==> config.mk <==
export PLATFORM = sky130hd
export DESIGN_NAME = od_repeater
export DESIGN_NICKNAME = d
export VERILOG_FILES = /design/src/rtl/rep_pkg.sv /design/src/rtl/rep_sync.sv /design/src/rtl/rep_channel.sv /design/src/rtl/rep_ctrl.sv /design/src/rtl/od_repeater.sv
export SDC_FILE = /design/constraint.sdc
export NUM_CORES = 1
export LEC_CHECK = 0
export BUFFER_PORTS_ARGS = -buffer_cell sky130_fd_sc_hd__buf_2
export CAP_MARGIN = 30
export CORE_UTILIZATION = 61
export CTS_BUF_LIST = sky130_fd_sc_hd__clkbuf_4 sky130_fd_sc_hd__clkbuf_8
export CTS_CLUSTER_SIZE = 25
export DETAILED_ROUTE_END_ITERATION = 6
export GPL_TIMING_DRIVEN = 0
export PLACE_DENSITY = 0.84
export SYNTH_ARGS = -nofsm -noshare
export SYNTH_HDL_FRONTEND = slang
export SYNTH_SLANG_ARGS = --single-unit
==> constraint.sdc <==
create_clock -name clk -period 2 [get_ports clk]
set_input_delay 0.2 -clock clk [delete_from_list [all_inputs] [get_ports clk]]
set_output_delay 0.2 -clock clk [all_outputs]
set_load 0.02 [all_outputs]
==> src/rtl/rep_pkg.sv <==
package rep_pkg;
  localparam int REP_CH = 2;

  typedef enum logic [2:0] {
    DIR_IDLE  = 3'd0,
    DIR_A2B   = 3'd1,
    DIR_B2A   = 3'd2,
    DIR_HOLDB = 3'd3,
    DIR_HOLDA = 3'd4
  } dir_t;
endpackage

==> src/rtl/rep_sync.sv <==
module rep_sync #(
  parameter int W = 1,
  parameter int STAGES = 2,
  parameter logic [W-1:0] RST_VAL = '0
) (
  input  logic         clk,
  input  logic         rst_n,
  input  logic [W-1:0] d,
  output logic [W-1:0] q
);
  logic [W-1:0] stg [STAGES];

  always_ff @(posedge clk or negedge rst_n) begin
    if (!rst_n) begin
      for (int i = 0; i < STAGES; i++) stg[i] <= RST_VAL;
    end else begin
      stg[0] <= d;
      for (int i = 1; i < STAGES; i++) stg[i] <= stg[i-1];
    end
  end

  assign q = stg[STAGES-1];
endmodule

==> src/rtl/rep_channel.sv <==
module rep_channel
  import rep_pkg::*;
#(
  parameter int SETTLE = 3
) (
  input  logic clk,
  input  logic rst_n,
  input  logic run,
  input  logic a_in,
  input  logic b_in,
  output logic drv_a,
  output logic drv_b
);
  localparam int CW = (SETTLE > 2) ? $clog2(SETTLE) : 1;
  localparam logic [CW-1:0] LAST = CW'(SETTLE - 1);

  dir_t          state, state_n;
  logic [CW-1:0] cnt, cnt_n;

  always_comb begin
    state_n = state;
    cnt_n   = cnt;
    if (!run) begin
      state_n = DIR_IDLE;
      cnt_n   = '0;
    end else begin
      case (state)
        DIR_IDLE: begin
          if (!a_in)      state_n = DIR_A2B;
          else if (!b_in) state_n = DIR_B2A;
        end
        DIR_A2B: begin
          if (a_in) begin
            state_n = DIR_HOLDB;
            cnt_n   = '0;
          end
        end
        DIR_B2A: begin
          if (b_in) begin
            state_n = DIR_HOLDA;
            cnt_n   = '0;
          end
        end
        DIR_HOLDB: begin
          if (!a_in)            state_n = DIR_A2B;
          else if (cnt == LAST) state_n = b_in ? DIR_IDLE : DIR_B2A;
          else                  cnt_n = cnt + 1'b1;
        end
        DIR_HOLDA: begin
          if (!b_in)            state_n = DIR_B2A;
          else if (cnt == LAST) state_n = a_in ? DIR_IDLE : DIR_A2B;
          else                  cnt_n = cnt + 1'b1;
        end
        default: state_n = DIR_IDLE;
      endcase
    end
  end

  always_ff @(posedge clk or negedge rst_n) begin
    if (!rst_n) begin
      state <= DIR_IDLE;
      cnt   <= '0;
    end else begin
      state <= state_n;
      cnt   <= cnt_n;
    end
  end

  assign drv_a = run && (state == DIR_B2A);
  assign drv_b = run && (state == DIR_A2B);


  b_drive_cause_chk: assert property (@(posedge clk) disable iff (!rst_n)
    $rose(drv_b) |-> $past(!a_in));

  a_drive_cause_chk: assert property (@(posedge clk) disable iff (!rst_n)
    $rose(drv_a) |-> $past(!b_in));

  tie_to_a_chk: assert property (@(posedge clk) disable iff (!rst_n)
    (run && state == DIR_IDLE && !a_in && !b_in) |=> (drv_b || !run));
endmodule

==> src/rtl/rep_ctrl.sv <==
module rep_ctrl (
  input  logic clk,
  input  logic rst_n,
  input  logic en_s,
  input  logic pga_s,
  input  logic pgb_s,
  input  logic [1:0] a_in,
  input  logic [1:0] b_in,
  output logic run
);
  logic scl, sda, scl_q, sda_q;
  logic busy, busy_n, en_on, en_on_n, run_n;
  logic start, stop, quiet;

  assign scl   = a_in[0] & b_in[0];
  assign sda   = a_in[1] & b_in[1];
  assign start = scl & scl_q & sda_q & !sda;
  assign stop  = scl & scl_q & !sda_q & sda;
  assign quiet = scl & sda & !busy;

  always_comb begin
    busy_n = busy;
    if (start)     busy_n = 1'b1;
    else if (stop) busy_n = 1'b0;
    en_on_n = quiet ? en_s : en_on;
    run_n   = en_on_n & pga_s & pgb_s;
  end

  always_ff @(posedge clk or negedge rst_n) begin
    if (!rst_n) begin
      scl_q <= 1'b1;
      sda_q <= 1'b1;
      busy  <= 1'b0;
      en_on <= 1'b0;
      run   <= 1'b0;
    end else begin
      scl_q <= scl;
      sda_q <= sda;
      busy  <= busy_n;
      en_on <= en_on_n;
      run   <= run_n;
    end
  end


  en_hold_busy_chk: assert property (@(posedge clk) disable iff (!rst_n)
    $past(busy) |-> $stable(en_on));
endmodule

==> src/rtl/od_repeater.sv <==
module od_repeater
  import rep_pkg::*;
#(
  parameter int SYNC_STAGES = 2
) (
  input  logic clk,
  input  logic rst_n,
  input  logic en_in,
  input  logic pwr_ok_a,
  input  logic pwr_ok_b,
  input  logic a_scl_i,
  input  logic a_sda_i,
  input  logic b_scl_i,
  input  logic b_sda_i,
  output logic a_scl_pd,
  output logic a_sda_pd,
  output logic b_scl_pd,
  output logic b_sda_pd
);
  localparam int SETTLE = SYNC_STAGES + 1;

  logic [REP_CH-1:0] a_in, b_in, drv_a, drv_b;
  logic [2:0] ctl_s;
  logic run;

  rep_sync #(.W(2*REP_CH), .STAGES(SYNC_STAGES), .RST_VAL({(2*REP_CH){1'b1}})) u_line_sync (
    .clk(clk), .rst_n(rst_n),
    .d({b_sda_i, b_scl_i, a_sda_i, a_scl_i}),
    .q({b_in, a_in})
  );

  rep_sync #(.W(3), .STAGES(SYNC_STAGES), .RST_VAL(3'b000)) u_ctl_sync (
    .clk(clk), .rst_n(rst_n),
    .d({pwr_ok_b, pwr_ok_a, en_in}),
    .q(ctl_s)
  );

  rep_ctrl u_ctrl (
    .clk(clk), .rst_n(rst_n),
    .en_s(ctl_s[0]), .pga_s(ctl_s[1]), .pgb_s(ctl_s[2]),
    .a_in(a_in), .b_in(b_in),
    .run(run)
  );

  for (genvar c = 0; c < REP_CH; c++) begin : g_ch
    rep_channel #(.SETTLE(SETTLE)) u_ch (
      .clk(clk), .rst_n(rst_n), .run(run),
      .a_in(a_in[c]), .b_in(b_in[c]),
      .drv_a(drv_a[c]), .drv_b(drv_b[c])
    );
  end

  assign a_scl_pd = drv_a[0];
  assign a_sda_pd = drv_a[1];
  assign b_scl_pd = drv_b[0];
  assign b_sda_pd = drv_b[1];


  supply_gate_chk: assert property (@(posedge clk) disable iff (!rst_n)
    (!ctl_s[1] || !ctl_s[2]) |=> !(a_scl_pd || a_sda_pd || b_scl_pd || b_sda_pd));
endmodule

==> results.json <==
{
  "post-place-cells": 178,
  "worst_slack_ns": 0.310,
  "grt_antenna_before_repair": 0,
  "numCtsBuffers": 5,
  "netlist-cell-type-count": 51,
  "grt_pass1_wl_mm": 5.09,
  "timing_worst_slew_pin_value_ns": 0.620,
  "endpoint_kind": "output pin",
  "synth_fa_ha_area_frac": 0.0236,
  "finalNonFillerCells": 194,
  "fmax_mhz": 592,
  "synth_compound_area_frac": 0.149,
  "hold_class": "flip-flop to flip-flop",
  "timing.hold.ws_ns": 0.355,
  "cts-hold-fix-buffers": 8,
  "grt_pass1_vias": 1143,
  "outcome": "complete, no violations",
  "diodes": 0,
  "clk_latency_ns": 0.33,
  "drv_cap": 0,
  "finalCritPeriodShare": 0.845,
  "cts_tree": "built",
  "ys.flop_type": "dfrtp_1",
  "via_per_inst": 5.88,
  "slew_headroom": 0.586,
  "power_density_nw_per_um2": 751,
  "yosys_register_bits": 29,
  "postCtsSetupBuffers": 0,
  "areaGrowthSynthToFinish_pct": 17.8,
  "crit_required_ns": 1.80,
  "synth_top_family_by_area": "simple AND/OR/NAND/NOR gates",
  "peakVddDrop_mv": 0.773,
  "dp_hpwl_mm": 1.85,
  "hold_viol_final": 0,
  "synth_top_area_share": 0.320,
  "arrival_ns": 1.49,
  "leakage_nw": 0.749,
  "die_area_um2": 2640,
  "dpl_cell_area_um2": 1580,
  "track_usage": 0.269,
  "num_rows": 17,
  "grt_max_degree": 30,
  "ctsResizeCount": 0,
  "yosysWarnings": 0,
  "yosysMostFrequentCell": "dfrtp_1",
  "cts_sinks": 29,
  "synthXorXnorAreaFrac": 0,
  "finalSetupTns_ns": 0,
  "synthMuxAreaShare": 0.0337,
  "final_cell_area_um2": 1750,
  "synth_area_um2": 1490,
  "rsz0062_at_grt": "no",
  "die_x_um": 51.3,
  "syn_nets": 149,
  "clk_pin_slew_worst_paths_ns": 0.10,
  "gr-total-overflow": 0,
  "ctsLongestPathBuffers": 2,
  "first_iter_violations": 38,
  "dp_slack_ns": 0.372,
  "place.port_buffers": 12,
  "fin_skew_ns": 0.0178,
  "start_util": 0.659,
  "crit_type": "flip-flop to output pin",
  "drc": 0,
  "ys_seq_area_frac": 0.497,
  "wl_per_cell_um": 15.5,
  "place.gp.congestion": 0.846,
  "fin_crit_ns": 1.69,
  "ant_nets": 0,
  "critPathMaxFanout": 8,
  "slew_viol_final": 0,
  "syn_area_per_cell_um2": 10.8,
  "htreeDepth": 2,
  "synth_edf_count": 0,
  "drt_pass1_iterations": 4,
  "clock-root-buffer": "clkbuf_4",
  "die_height_um": 51.3,
  "fin_nets": 176,
  "setup_violations": 0,
  "core_region_area_um2": 2250,
  "wirelength_mm": 3.01,
  "via_count": 1141,
  "layout-drive-gt1-share": 0.295,
  "synthSimpleGateAreaFrac": 0.232,
  "synth_area_leader_cell": "dfrtp_1",
  "cp-start-kind": "flip-flop",
  "syn_inst": 138,
  "async_flop_share": 1.00,
  "ios": 13,
  "yosys-top-cells-area": "dfrtp_1 32%, dfstp_2 18%, nand2_1 4.0%, buf_6 3.0%, nand2b_1 2.1%",
  "synth_common_cells": "19 x dfrtp_1, 16 x nand2_1, 10 x dfstp_2"
}
-- cells in the final DEF (no fill, tap or decap), drive strengths merged, types with 2 or more instances in the layout --
cell type,n
dfrtp,19
buf,19
nand2,16
dfstp,10
dlygate4sd3,8
inv,8
clkbuf,7
nor2,6
nor3b,6
nand2b,5
nor3,5
o21ai,4
o211ai,4
a21oi,4
nor2b,4
o2111ai,3
or3b,3
and2,3
mux2,2
o21bai,2
a31oi,2
mux2i,2
nand3b,2
o32ai,2
ha,2
or2,2
-- kinds of logic (layout without fill, tap and decap cells) --
group / count (synthesis) / after routing
buf+inv: 16 / 44
simple gates: 57 / 57
flops: 29 / 29
fa+ha+maj: 3 / 3
compound gates: 29 / 29
mux: 4 / 4
-- where the power goes --
part           internal [mW]  switching, mW  total (mW)  leakage, nW
logic                 0.0713         0.0781       0.149        0.355
registers              0.624         0.0227       0.647        0.349
clock network          0.297          0.222       0.519       0.0445
-- critical path, cell delays in order (launching register included) --
cell,delay [ns]
dfrtp_1,0.52
nor2b_1,0.21
nand2_1,0.10
nor2_1,0.14
buf_2,0.20
-- cell type report --
cell class                      instances  area, µm²
Buffer                                  8       66.3
Sequential cell                        29        738
Clock buffer                            6       51.3
Inverter                                8       30.0
Clock inverter                          2       37.5
Fill cell                             145        505
Tap cell                               28       35.0
Multi-Input combinational cell         93        651
Timing Repair Buffer                   20        140
-- final timing paths --
kind                                        start                     to  slack [ns]  depth (start not counted)
max in group asynchronous                   rst_n        u_ctl_sync.q[1]        1.17                          2
worst min register to register  u_ctl_sync.stg[3]        u_ctl_sync.q[0]        0.35                          0
min in group asynchronous                   rst_n  g_ch[1].u_ch.state[0]        0.40                          2
worst min-delay path            u_ctl_sync.stg[3]        u_ctl_sync.q[0]        0.35                          0
worst max register to register   u_line_sync.q[1]             u_ctrl.run        0.36                          5
worst max-delay path                   u_ctrl.run               a_scl_pd        0.31                          4
-- routing by layer --
metal	up-vias	global-route usage	share of wire
met3	11	0.0714	0.035
met1	561	0.328	0.45
met2	27	0.452	0.49
met4	0	0.108	0.027
li1	542	-	-
met5	-	0	0
-- state kept, by name, summed over array words and instances (netlist names) --
name / count
u_ctl_sync.q: 3
u_ctrl.run: 1
u_ctrl.busy: 1
u_ctrl.scl_q: 1
u_ctrl.en_on: 1
u_line_sync.stg: 4
u_ctl_sync.stg: 3
u_line_sync.q: 4
g_ch.u_ch.state: 6
g_ch.u_ch.cnt: 4
u_ctrl.sda_q: 1
-- metrics by stage --
| step | util | total power, mW |
|---|---|---|
| 2_1_floorplan | - | 0.746 |
| 3_3_place_gp | 0.701 | 0.781 |
| 3_5_place_dp | 0.701 | 0.789 |
| 4_1_cts | 0.776 | 1.31 |
| 5_1_grt | 0.776 | 1.36 |
| 6_report | 0.776 | 1.31 |
No activity file was read; power rests on OpenSTA's default activity.
